<file path="config.mk">
export PLATFORM = sky130hd
export DESIGN_NAME = soft_tlb
export DESIGN_NICKNAME = d
export VERILOG_FILES = /design/src/rtl/tlb_pkg.sv /design/src/rtl/tlb_matcher.sv /design/src/rtl/tlb_counters.sv /design/src/rtl/soft_tlb.sv
export SDC_FILE = /design/constraint.sdc
export NUM_CORES = 2
export LEC_CHECK = 0
export BUFFER_PORTS_ARGS = -buffer_cell sky130_fd_sc_hd__buf_2
export CAP_MARGIN = 20
export CORE_MARGIN = 8
export CORE_UTILIZATION = 43
export CTS_BUF_LIST = sky130_fd_sc_hd__clkbuf_8
export CTS_CLUSTER_DIAMETER = 200
export DETAILED_ROUTE_END_ITERATION = 12
export GPL_ROUTABILITY_DRIVEN = 0
export PLACE_DENSITY = 0.62
export SYNTH_ARGS = -nofsm -noshare
export SYNTH_HDL_FRONTEND = slang
export SYNTH_HIERARCHICAL = 1
export SYNTH_SLANG_ARGS = --single-unit
export TNS_END_PERCENT = 30
</file>
<file path="constraint.sdc">
create_clock -name clk -period 3.9 [get_ports clk]
set_input_delay 0.195 -clock clk [delete_from_list [all_inputs] [get_ports clk]]
set_output_delay 0.195 -clock clk [all_outputs]
set_load 0.01 [all_outputs]
</file>
<file path="src/rtl/tlb_pkg.sv">
package tlb_pkg;
  localparam int WORD_W   = 32;
  localparam int HI_SHIFT = 11;
  localparam int VPN_W    = WORD_W - HI_SHIFT;
  localparam int SEL_BIT  = HI_SHIFT - 1;
  localparam int DSC_G    = 0;
  localparam int DSC_V    = 1;
  localparam int DSC_D    = 2;
  localparam logic [WORD_W-1:0] UNCACHED_PAT = 32'hA000_0000;

  // Address window that bypasses the caches.
  function automatic logic is_uncached(input logic [WORD_W-1:0] va);
    return (va & UNCACHED_PAT) == UNCACHED_PAT;
  endfunction

  // A slot is live when either page of the pair is valid.
  function automatic logic pair_live(input logic [WORD_W-1:0] d0, input logic [WORD_W-1:0] d1);
    return d0[DSC_V] | d1[DSC_V];
  endfunction

  // Global only when both descriptors say so.
  function automatic logic pair_global(input logic [WORD_W-1:0] d0, input logic [WORD_W-1:0] d1);
    return d0[DSC_G] & d1[DSC_G];
  endfunction

  function automatic logic is_violation(input logic hit, input logic wr,
                                        input logic [WORD_W-1:0] sel);
    return hit && (!sel[DSC_V] || (wr && !sel[DSC_D]));
  endfunction
endpackage

</file>
<file path="src/rtl/tlb_matcher.sv">
module tlb_matcher #(
  parameter int ENTRIES = 8,
  parameter int VPN_W   = 21,
  parameter int ASID_W  = 8,
  localparam int IDX_W  = $clog2(ENTRIES)
) (
  input  logic [ENTRIES-1:0][VPN_W-1:0]  ent_vpn,
  input  logic [ENTRIES-1:0][VPN_W-1:0]  ent_mask,
  input  logic [ENTRIES-1:0][ASID_W-1:0] ent_asid,
  input  logic [ENTRIES-1:0]             ent_live,
  input  logic [ENTRIES-1:0]             ent_glob,
  input  logic [VPN_W-1:0]               req_vpn,
  input  logic [ASID_W-1:0]              req_asid,
  output logic                           found,
  output logic [IDX_W-1:0]               first_idx
);
  logic [ENTRIES-1:0] hit_vec;

  for (genvar i = 0; i < ENTRIES; i++) begin : g_cmp
    assign hit_vec[i] = ent_live[i]
                     && (((req_vpn ^ ent_vpn[i]) & ~ent_mask[i]) == '0)
                     && (ent_glob[i] || (req_asid == ent_asid[i]));
  end

  // Lowest index wins: scan downward so the last assignment is the lowest.
  always_comb begin
    found     = |hit_vec;
    first_idx = '0;
    for (int i = ENTRIES - 1; i >= 0; i--) begin
      if (hit_vec[i]) first_idx = IDX_W'(i);
    end
  end
endmodule

</file>
<file path="src/rtl/tlb_counters.sv">
module tlb_counters #(
  parameter int CNT_W = 16
) (
  input  logic             clk,
  input  logic             rst_n,
  input  logic             acc,
  input  logic             wr,
  input  logic             hit,
  input  logic             viol,
  output logic [CNT_W-1:0] rd_hit,
  output logic [CNT_W-1:0] rd_miss,
  output logic [CNT_W-1:0] rd_acc,
  output logic [CNT_W-1:0] wr_hit,
  output logic [CNT_W-1:0] wr_miss,
  output logic [CNT_W-1:0] wr_acc,
  output logic [CNT_W-1:0] viol_cnt,
  output logic [CNT_W-1:0] tot_hit,
  output logic [CNT_W-1:0] tot_miss,
  output logic [CNT_W-1:0] tot_acc
);
  localparam int N_CNT = 7;
  localparam int K_RH = 0, K_RM = 1, K_RA = 2, K_WH = 3, K_WM = 4, K_WA = 5, K_VI = 6;

  logic [N_CNT-1:0] bump;
  logic [CNT_W-1:0] cnt [N_CNT];

  always_comb begin
    bump       = '0;
    bump[K_RH] = acc && !wr && hit;
    bump[K_RM] = acc && !wr && !hit;
    bump[K_RA] = acc && !wr;
    bump[K_WH] = acc && wr && hit;
    bump[K_WM] = acc && wr && !hit;
    bump[K_WA] = acc && wr;
    bump[K_VI] = acc && viol;
  end

  always_ff @(posedge clk or negedge rst_n) begin
    if (!rst_n) begin
      for (int k = 0; k < N_CNT; k++) cnt[k] <= '0;
    end else begin
      for (int k = 0; k < N_CNT; k++) begin
        if (bump[k]) cnt[k] <= cnt[k] + 1'b1;
      end
    end
  end

  assign rd_hit   = cnt[K_RH];
  assign rd_miss  = cnt[K_RM];
  assign rd_acc   = cnt[K_RA];
  assign wr_hit   = cnt[K_WH];
  assign wr_miss  = cnt[K_WM];
  assign wr_acc   = cnt[K_WA];
  assign viol_cnt = cnt[K_VI];
  assign tot_hit  = cnt[K_RH] + cnt[K_WH];
  assign tot_miss = cnt[K_RM] + cnt[K_WM];
  assign tot_acc  = cnt[K_RA] + cnt[K_WA];
endmodule

</file>
<file path="src/rtl/soft_tlb.sv">
module soft_tlb
  import tlb_pkg::*;
#(
  parameter int ENTRIES = 8,
  parameter int ASID_W  = 8,
  parameter int CNT_W   = 16,
  localparam int IDX_W  = $clog2(ENTRIES)
) (
  input  logic              clk,
  input  logic              rst_n,
  input  logic              lk_en,
  input  logic              lk_write,
  input  logic [31:0]       lk_va,
  input  logic [ASID_W-1:0] lk_asid,
  output logic              lk_done,
  output logic              lk_hit,
  output logic [IDX_W-1:0]  lk_idx,
  output logic [31:0]       lk_frame,
  output logic              lk_uncached,
  input  logic              pr_en,
  input  logic [31:0]       pr_hi,
  output logic              pr_done,
  output logic [IDX_W:0]    pr_result,
  input  logic [IDX_W-1:0]  rd_idx,
  output logic [31:0]       rd_hi,
  output logic [31:0]       rd_mask,
  output logic [31:0]       rd_lo0,
  output logic [31:0]       rd_lo1,
  input  logic              wr_en,
  input  logic [IDX_W:0]    wr_idx,
  input  logic [31:0]       wr_hi,
  input  logic [31:0]       wr_mask,
  input  logic [31:0]       wr_lo0,
  input  logic [31:0]       wr_lo1,
  output logic              wr_warn,
  input  logic              flush,
  input  logic              nx_step,
  output logic [IDX_W-1:0]  nx_ptr,
  output logic [CNT_W-1:0]  cnt_rd_hit,
  output logic [CNT_W-1:0]  cnt_rd_miss,
  output logic [CNT_W-1:0]  cnt_rd_acc,
  output logic [CNT_W-1:0]  cnt_wr_hit,
  output logic [CNT_W-1:0]  cnt_wr_miss,
  output logic [CNT_W-1:0]  cnt_wr_acc,
  output logic [CNT_W-1:0]  cnt_hit,
  output logic [CNT_W-1:0]  cnt_miss,
  output logic [CNT_W-1:0]  cnt_acc,
  output logic [CNT_W-1:0]  cnt_viol
);
  localparam logic [IDX_W:0]   ENTRIES_X = (IDX_W + 1)'(ENTRIES);
  localparam logic [IDX_W-1:0] LAST_IDX  = IDX_W'(ENTRIES - 1);

  // Slot storage
  logic [ENTRIES-1:0][VPN_W-1:0]  e_vpn, e_mask;
  logic [ENTRIES-1:0][ASID_W-1:0] e_asid;
  logic [ENTRIES-1:0][WORD_W-1:0] e_lo0, e_lo1;
  logic [ENTRIES-1:0]             e_live, e_glob;

  for (genvar i = 0; i < ENTRIES; i++) begin : g_attr
    assign e_live[i] = pair_live(e_lo0[i], e_lo1[i]);
    assign e_glob[i] = pair_global(e_lo0[i], e_lo1[i]);
  end

  // Named internal events
  logic              lk_found, pr_found;
  logic [IDX_W-1:0]  lk_first, pr_first;
  logic [WORD_W-1:0] lk_sel;
  logic              ev_viol;
  logic              wr_in_range, wr_accept, wr_reject;
  logic              ptr_wrap;

  tlb_matcher #(.ENTRIES(ENTRIES), .VPN_W(VPN_W), .ASID_W(ASID_W)) u_lk_match (
    .ent_vpn  (e_vpn),
    .ent_mask (e_mask),
    .ent_asid (e_asid),
    .ent_live (e_live),
    .ent_glob (e_glob),
    .req_vpn  (lk_va[WORD_W-1:HI_SHIFT]),
    .req_asid (lk_asid),
    .found    (lk_found),
    .first_idx(lk_first)
  );

  tlb_matcher #(.ENTRIES(ENTRIES), .VPN_W(VPN_W), .ASID_W(ASID_W)) u_pr_match (
    .ent_vpn  (e_vpn),
    .ent_mask (e_mask),
    .ent_asid (e_asid),
    .ent_live (e_live),
    .ent_glob (e_glob),
    .req_vpn  (pr_hi[WORD_W-1:HI_SHIFT]),
    .req_asid (pr_hi[ASID_W-1:0]),
    .found    (pr_found),
    .first_idx(pr_first)
  );

  assign lk_sel      = lk_va[SEL_BIT] ? e_lo1[lk_first] : e_lo0[lk_first];
  assign ev_viol     = is_violation(lk_found, lk_write, lk_sel);
  assign wr_in_range = wr_idx < ENTRIES_X;
  assign wr_accept   = wr_en && wr_in_range && !flush;
  assign wr_reject   = wr_en && !wr_in_range;
  assign ptr_wrap    = nx_step && (nx_ptr == LAST_IDX);

  logic unused_bits;
  assign unused_bits = ^{lk_va[SEL_BIT-1:0], pr_hi[HI_SHIFT-1:ASID_W],
                         wr_hi[HI_SHIFT-1:ASID_W], wr_mask[HI_SHIFT-1:0]};

  // Table update: flush wins over a write in the same cycle.
  always_ff @(posedge clk or negedge rst_n) begin
    if (!rst_n) begin
      e_vpn <= '0; e_mask <= '0; e_asid <= '0; e_lo0 <= '0; e_lo1 <= '0;
    end else if (flush) begin
      e_vpn <= '0; e_mask <= '0; e_asid <= '0; e_lo0 <= '0; e_lo1 <= '0;
    end else if (wr_accept) begin
      e_vpn [wr_idx[IDX_W-1:0]] <= wr_hi[WORD_W-1:HI_SHIFT];
      e_mask[wr_idx[IDX_W-1:0]] <= wr_mask[WORD_W-1:HI_SHIFT];
      e_asid[wr_idx[IDX_W-1:0]] <= wr_hi[ASID_W-1:0];
      e_lo0 [wr_idx[IDX_W-1:0]] <= wr_lo0;
      e_lo1 [wr_idx[IDX_W-1:0]] <= wr_lo1;
    end
  end

  // Registered results
  always_ff @(posedge clk or negedge rst_n) begin
    if (!rst_n) begin
      lk_done <= 1'b0; lk_hit <= 1'b0; lk_idx <= '0; lk_frame <= '0; lk_uncached <= 1'b0;
      pr_done <= 1'b0; pr_result <= '0;
      rd_hi <= '0; rd_mask <= '0; rd_lo0 <= '0; rd_lo1 <= '0;
      wr_warn <= 1'b0;
      nx_ptr <= '0;
    end else begin
      lk_done     <= lk_en;
      lk_hit      <= lk_en && lk_found;
      lk_idx      <= (lk_en && lk_found) ? lk_first : '0;
      lk_frame    <= (lk_en && lk_found) ? lk_sel : '0;
      lk_uncached <= lk_en && is_uncached(lk_va);
      pr_done     <= pr_en;
      pr_result   <= !pr_en ? '0 : (pr_found ? {1'b0, pr_first} : '1);
      rd_hi       <= {e_vpn[rd_idx], HI_SHIFT'(e_asid[rd_idx])};
      rd_mask     <= {e_mask[rd_idx], {HI_SHIFT{1'b0}}};
      rd_lo0      <= e_lo0[rd_idx];
      rd_lo1      <= e_lo1[rd_idx];
      wr_warn     <= wr_reject;
      if (flush)         nx_ptr <= '0;
      else if (ptr_wrap) nx_ptr <= '0;
      else if (nx_step)  nx_ptr <= nx_ptr + 1'b1;
    end
  end

  tlb_counters #(.CNT_W(CNT_W)) u_cnt (
    .clk     (clk),
    .rst_n   (rst_n),
    .acc     (lk_en),
    .wr      (lk_write),
    .hit     (lk_found),
    .viol    (ev_viol),
    .rd_hit  (cnt_rd_hit),
    .rd_miss (cnt_rd_miss),
    .rd_acc  (cnt_rd_acc),
    .wr_hit  (cnt_wr_hit),
    .wr_miss (cnt_wr_miss),
    .wr_acc  (cnt_wr_acc),
    .viol_cnt(cnt_viol),
    .tot_hit (cnt_hit),
    .tot_miss(cnt_miss),
    .tot_acc (cnt_acc)
  );
endmodule

</file>
# Yosys cells after proc, flatten, opt, wreduce, memory -nomap -nowiden
# Cells that the tools add are included.
# Widths: inputs -> output; s select.
dict set report totals {
  ff_bits 1185
  inputBits 215
  elab_cells 300
}
dict set report classes {
  addsub 11
  magnitude_cmp 5
  n_eq_ne 18
  n_mux 59
  bitwise_logic 56
  n_reduce_logical 91
}
# cell n
set op_table {}
lappend op_table {{$mux 256} 4}
lappend op_table {{$mux 168} 4}
lappend op_table {{$bwmux 256} 2}
lappend op_table {{$bmux 32 s3} 4}
lappend op_table {{$and 21x21->21} 16}
lappend op_table {{$bwmux 168} 2}
lappend op_table {{$logic_not 21->1} 16}
lappend op_table {{$xor 21x21->21} 16}
lappend op_table {{$mux 32} 7}
lappend op_table {{$not 21->21} 8}
lappend op_table {{$eq 8x8->1} 16}
lappend op_table {{$mux 64} 2}
lappend op_table {{$bmux 21 s3} 2}
lappend op_table {{$add 16x1->16 const B} 7}
lappend op_table {{$demux 32 s3} 1}
lappend op_table {{$bwmux 64} 1}
lappend op_table {{$demux 21 s3} 1}
lappend op_table {{$mux 21} 3}
lappend op_table {{$mux 3} 20}
lappend op_table {{$add 16x16->16} 3}
lappend op_table {{$logic_and 1x1->1} 48}
lappend op_table {{$bmux 8 s3} 1}
lappend op_table {{$demux 8 s3} 1}
lappend op_table {{$logic_or 1x1->1} 17}
lappend op_table {{other kinds (14)} 38}

# Longest topological paths before layout
dict set report depth {
  depth_word 21
  depth_mapped 20
}

# Hierarchy
# The synthesis kept the hierarchy.
# mod n_inst cells_each area_per_inst_um2
set by_module_without_submodules {}
lappend by_module_without_submodules {soft_tlb 1 4712 51023.9}
lappend by_module_without_submodules {tlb_counters 1 648 6690.2}
lappend by_module_without_submodules {tlb_matcher 2 419 3316.9}

# Least setup slack after synthesis
# Ideal clock, no wire load.
dict set report synth_timing {
  kind {reg2reg}
  start {register e_asid[59] in the netlist's numbering}
  end {register u_cnt.cnt, in the netlist u_cnt/viol_cnt[15]}
  arrival_ns 4.030
  required_ns 3.776
  slack_ns -0.255
  path_stages_with_launch 20
  path_buffers 3
  path_cell_list {dfrtp_1 > xor2_1 > nor4_1 > a21oi_1 > and4b_1 > a21boi_0 > o211ai_1 > buf_4 > buf_6 > mux4_2 > mux2i_1 > mux2_2 > a22o_1 > and2_1 > buf_4 > nand4_4 > nor2_2 > and4_4 > or3b_1 > xnor2_1}
}
dict set report synth_between {
  elab_chain_cells 19
}
# element line_no
set synth_lines {}
lappend synth_lines {{from (decl)} soft_tlb.sv:55} ;# logic [ENTRIES-1:0][ASID_W-1:0] e_asid;
lappend synth_lines {{from (signal, indexed assignment)} soft_tlb.sv:116} ;# e_asid[wr_idx[IDX_W-1:0]] <= wr_hi[ASID_W-1:0];
lappend synth_lines {{$eq 8x8->1 (*)} tlb_matcher.sv:22} ;# && (ent_glob[i] || (req_asid == ent_asid[i]));
lappend synth_lines {{$logic_or 1x1->1 (*)} tlb_matcher.sv:22}
lappend synth_lines {{$logic_and 1x1->1 (*)} tlb_matcher.sv:22}
lappend synth_lines {{$mux 3 (*) (8 in a row)} tlb_matcher.sv:30} ;# if (hit_vec[i]) first_idx = IDX_W'(i);
lappend synth_lines {{via lk_first[0]} soft_tlb.sv:66} ;# logic [IDX_W-1:0] lk_first, pr_first;
lappend synth_lines {{$bmux 32 s3} soft_tlb.sv:96} ;# assign lk_sel = lk_va[SEL_BIT] ? e_lo1[lk_first] : e_lo0[lk_first];
lappend synth_lines {{$mux 32 (not written as such)} soft_tlb.sv:96}
lappend synth_lines {{$mux 32 (*)} soft_tlb.sv:96}
lappend synth_lines {{$logic_not 1->1} tlb_pkg.sv:28} ;# return hit && (!sel[DSC_V] || (wr && !sel[DSC_D]));
lappend synth_lines {{$logic_and 1x1->1} tlb_pkg.sv:28}
lappend synth_lines {{$logic_or 1x1->1 (*)} tlb_pkg.sv:28}
lappend synth_lines {{$logic_and 1x1->1 (*)} tlb_pkg.sv:28}
lappend synth_lines {{via ev_viol} soft_tlb.sv:68} ;# logic ev_viol;
lappend synth_lines {{$logic_and 1x1->1 (*)} tlb_counters.sv:35} ;# bump[K_VI] = acc && viol;
lappend synth_lines {{to (signal, indexed assignment)} tlb_counters.sv:43} ;# if (bump[k]) cnt[k] <= cnt[k] + 1'b1;
lappend synth_lines {{to (decl)} tlb_counters.sv:25} ;# logic [CNT_W-1:0] cnt [N_CNT];
# Mark *: on every way through the listed nets, which the timed path passes. The rest lies on a longest branch. The select of a mux whose other input is x is not followed.
# A chain may end at the register's enable or synchronous reset.

# Final worst setup path
dict set report layout_timing {
  start {register e_vpn[23] in the netlist's numbering}
  end {register u_cnt.cnt, in the netlist u_cnt/viol_cnt[15]}
}
dict set report layout_between {
  elab_chain_cells 15
}
# element line_no
set layout_lines {}
lappend layout_lines {{from (decl)} soft_tlb.sv:54} ;# logic [ENTRIES-1:0][VPN_W-1:0] e_vpn, e_mask;
lappend layout_lines {{from (signal, indexed assignment)} soft_tlb.sv:114} ;# e_vpn [wr_idx[IDX_W-1:0]] <= wr_hi[WORD_W-1:HI_SHIFT];
lappend layout_lines {{$xor 21x21->21 (*)} tlb_matcher.sv:21} ;# && (((req_vpn ^ ent_vpn[i]) & ~ent_mask[i]) == '0)
lappend layout_lines {{$and 21x21->21 (*)} tlb_matcher.sv:21}
lappend layout_lines {{$logic_not 21->1 (*)} tlb_matcher.sv:21}
lappend layout_lines {{$logic_and 1x1->1 (*)} tlb_matcher.sv:21}
lappend layout_lines {{$logic_and 1x1->1 (*)} tlb_matcher.sv:22}
lappend layout_lines {{$mux 3 (*) (2 in a row)} tlb_matcher.sv:30}
lappend layout_lines {{via lk_first[0]} soft_tlb.sv:66}
lappend layout_lines {{$bmux 32 s3} soft_tlb.sv:96}
lappend layout_lines {{$mux 32 (not written as such)} soft_tlb.sv:96}
lappend layout_lines {{$mux 32 (*)} soft_tlb.sv:96}
lappend layout_lines {{$logic_not 1->1} tlb_pkg.sv:28}
lappend layout_lines {{$logic_and 1x1->1} tlb_pkg.sv:28}
lappend layout_lines {{$logic_or 1x1->1 (*)} tlb_pkg.sv:28}
lappend layout_lines {{$logic_and 1x1->1 (*)} tlb_pkg.sv:28}
lappend layout_lines {{via ev_viol} soft_tlb.sv:68}
lappend layout_lines {{$logic_and 1x1->1 (*)} tlb_counters.sv:35}
# Marks and branches as above.

==> impl_metrics.py <==
metrics = {
    "global_route": {
        "grt.overflow.total": 0,
        "antenna_found_initial": 50,
        "grt_pass1_vias": 57179,
        "grt_usage_pct": 32.6,
        "grt_pass1_wl_mm": 396,
        "grt_max_degree": 216,
    },
    "status": {
        "violations": "setup timing",
        "outcome": "complete, but fails checks",
    },
    "critical_path": {
        "r2r_cells": 18,
        "worstSetupEndpointType": "flip-flop",
        "worst_path_max_delay_cell": "nor4_1",
        "slowest_delay_ps": 530,
        "r2r_slack_ps": -670,
        "critPathRequiredTime_ps": 4730,
        "cp_cell_sequence": "xnor2_1 > o22ai_1 > nor4_1 > nand4_1 > nand2b_1 > o211ai_1 > buf_4 > buf_12 > mux4_2 > mux2i_1 > mux2_4 > a22o_1 > and2_4 > nand4_4 > nor2_4 > and4_4 > or3b_1 > xnor2_1",
        "r2r_end": "u_cnt/viol_cnt[15]",
        "start_kind": "flip-flop",
        "cp_max_fo": 6,
        "worstSetupPathType": "reg2reg",
        "timing.rr.start": "e_vpn[23]",
        "cp_common_cell": "xnor2_1",
        "worstPathArrival_ps": 5400,
    },
    "sta": {
        "fin_crit_ps": 4570,
        "fin_ws_ps": -672,
        "worst_pin_slew_ps": 1190,
        "finClkSkew_ps": 76.7,
        "fin_setup_tns_ps": -7590,
        "finalMaxSlewViolations": 0,
        "fmax_mhz": 219,
        "period_share_pct": 117,
        "slew_headroom_pct": 20.1,
        "finalHoldViolCount": 0,
        "setup_violations": 36,
        "rsz0062_at_grt": "yes",
    },
    "routing": {
        "first_pass_iters": 8,
        "drcViolationCount": 0,
        "wl_per_cell_um": 29.3,
        "dr.first_iter.drc_count": 7936,
        "ant_nets": 0,
        "wl_mm": 274,
        "num_vias": 57656,
        "vias_per_cell": 6.16,
    },
    "final_layout": {
        "n_fill_cell": 13118,
        "multi_input_area_sq_um": 32200,
        "final_cell_mix": "nand2_1 (1575), dfrtp_1 (1180), a21oi_1 (793)",
        "synthToLayoutAreaGrowth_pct": 23.1,
        "drive_gt1_share_pct": 29.7,
        "layout_commonest_cell": "nand2_1",
        "area.sequential_sq_um": 29700,
        "finalNetCount": 7495,
    },
    "pwr": {
        "ir_worst_vdd_v": 0.000345,
        "powerDensity_nw_per_um2": 371,
        "leakagePower_nw": 34.9,
    },
    "clock_network": {
        "numCtsBuffers": 208,
        "cts-htree-levels": 4,
        "clk_path_buf_depth": 3,
        "cts_sinks": 1185,
        "cts_tree": "yes",
        "root_buffer": "clkbuf_8",
        "clk_latency_ps": 980,
        "clk_pin_slew_ps": 60,
    },
    "synthesis": {
        "post_synth_num_cell_types": 74,
        "ys_warn_count": 6,
        "synth.cell_area_sq_um": 64300,
        "ys_ff_latch": 1185,
        "syn_inst": 6198,
        "synth_ff_type": "dfrtp_1",
        "avgSynthCellArea_sq_um": 10.4,
        "synth-edff-count": 0,
        "synthArstFlopShare_pct": 100,
        "seq_area_frac_synth_pct": 46.1,
    },
    "run": {
        "drv_cap": 0,
    },
    "placement": {
        "place_hpwl_mm": 181,
        "io_buffers": 508,
        "preCtsSetupSlack_ps": -965,
    },
    "worst_hold_path": {
        "hold_end": "e_lo1[201]",
        "min_from": "wr_lo1[9]",
        "hp-class": "in2reg",
        "hold_depth": 4,
    },
    "floorplan": {
        "die_w_um": 403,
        "dieArea_sq_um": 162000,
        "die_h_um": 403,
        "core_area_sq_um": 149000,
        "initial_core_util_pct": 43.1,
        "ios": 550,
        "row_count": 142,
    },
}
state kept, by name, indices dropped and copies added (netlist names), 3 cells and up:
signal / cells
lk_idx: 3
pr_result: 4
u_cnt/wr_hit: 16
rd_hi: 29
nx_ptr: 3
e_mask: 168
e_lo1: 256
e_lo0: 256
rd_lo1: 32
u_cnt/viol_cnt: 16
u_cnt/rd_hit: 16
u_cnt/wr_acc: 16
u_cnt/rd_acc: 16
u_cnt/rd_miss: 16
u_cnt/wr_miss: 16
e_vpn: 168
rd_lo0: 32
lk_frame: 32
e_asid: 64
rd_mask: 21
per-stage QoR:
step	hold slack, ps	cell area, sq um	total power, mW	util (%)	std cells
after global routing	60.5	79200	30.2	53.1	9344
after CTS	6.01	78800	29.4	52.8	9330
final	100	79200	29.4	53.1	9361
after detailed placement	349	72500	17.1	48.6	8795
after floorplan	-101	64400	15.2	-	6211
after global placement	351	72500	17.1	48.6	8795
cells by family after synthesis:
kind of cell	count (synthesis)	share of synthesized area (%)
and+or+nand+nor	2005	12.9
xor gates and xnor gates	612	8.33
DFF	1185	46.1
adders and majority gates	57	1.14
AOI/OAI and AO/OA	1221	11.0
muxes	516	15.8
other	1	0.00583
buffers and inverters	601	4.80
what timing repair did:
item	CTS	global route
endpoints found under the hold margin	1353	0
gates resized for setup	42	68
buffers inserted	6	4
pin swaps	14	30
hold buffers	147	0
setup endpoints to repair	46	59
cloned	5	2
synthesized netlist by cell type (41+ instances only):
| cell | instances | share of area (%) |
|---|---|---|
| nor4_1 | 45 | 0.44 |
| clkbuf_1 | 300 | 1.7 |
| o22ai_1 | 160 | 1.6 |
| buf_6 | 44 | 0.77 |
| dfrtp_1 | 1185 | 46 |
| xor2_1 | 109 | 1.5 |
| ha_1 | 54 | 1.0 |
| buf_2 | 115 | 0.89 |
| mux4_2 | 386 | 14 |
| nor2_1 | 136 | 0.79 |
| nand3_1 | 41 | 0.32 |
| mux2_2 | 123 | 2.2 |
| a22oi_1 | 72 | 0.84 |
| and2_1 | 45 | 0.44 |
| xnor2_1 | 503 | 6.8 |
| nand2_1 | 1576 | 9.2 |
| nand4_1 | 46 | 0.45 |
| buf_4 | 92 | 1.1 |
| a22o_1 | 84 | 1.1 |
| a21oi_1 | 796 | 6.2 |
worst max path at each step:
stage,start,to,slack (ps),cells past startpoint
floorplan,e_asid[61],u_cnt/viol_cnt[15],-190,19
global placement,lk_va[23],u_cnt/viol_cnt[15],-1060,20
detailed placement,lk_va[23],u_cnt/viol_cnt[15],-960,20
CTS,e_asid[61],u_cnt/viol_cnt[15],-470,19
global route,e_vpn[163],u_cnt/viol_cnt[15],-710,19
finish,e_vpn[23],u_cnt/viol_cnt[15],-670,18
report_power, final:
part / internal [mW] / total [mW] / leakage (nW) / switching (mW)
Sequential: 12.6 / 13.0 / 16.4 / 0.387
Clock: 6.47 / 12.2 / 2.47 / 5.75
Combinational: 1.56 / 4.22 / 16.0 / 2.66
layer usage:
layer | vias up | routed length [um] | GRT usage [%]
met5 | - | 178 | 0
met4 | 28 | 18800 | 18.7
met3 | 1000 | 35700 | 11.1
met2 | 4100 | 119000 | 47.8
met1 | 28822 | 101000 | 42.2
li1 | 23706 | - | -
area by class of cell:
cell class	count	share of cell area (%)
clock buffer	267	4.64
clock inverter	111	0.913
inverter	18	0.0853
tap	1944	3.07
multi-input combinational	4425	40.7
antenna	26	0.0821
sequential	1185	37.4
timing repair buffer	1385	13.1
worst max-delay path: cells and delay by family (launching register included):
family | cells | cell delay (ps)
and+or+nand+nor | 8 | 1940
muxes | 3 | 900
AOI/OAI and AO/OA | 3 | 460
DFF | 1 | 400
buffers and inverters | 2 | 370
xor gates and xnor gates | 2 | 340
Power figures use the tool's default switching activity.
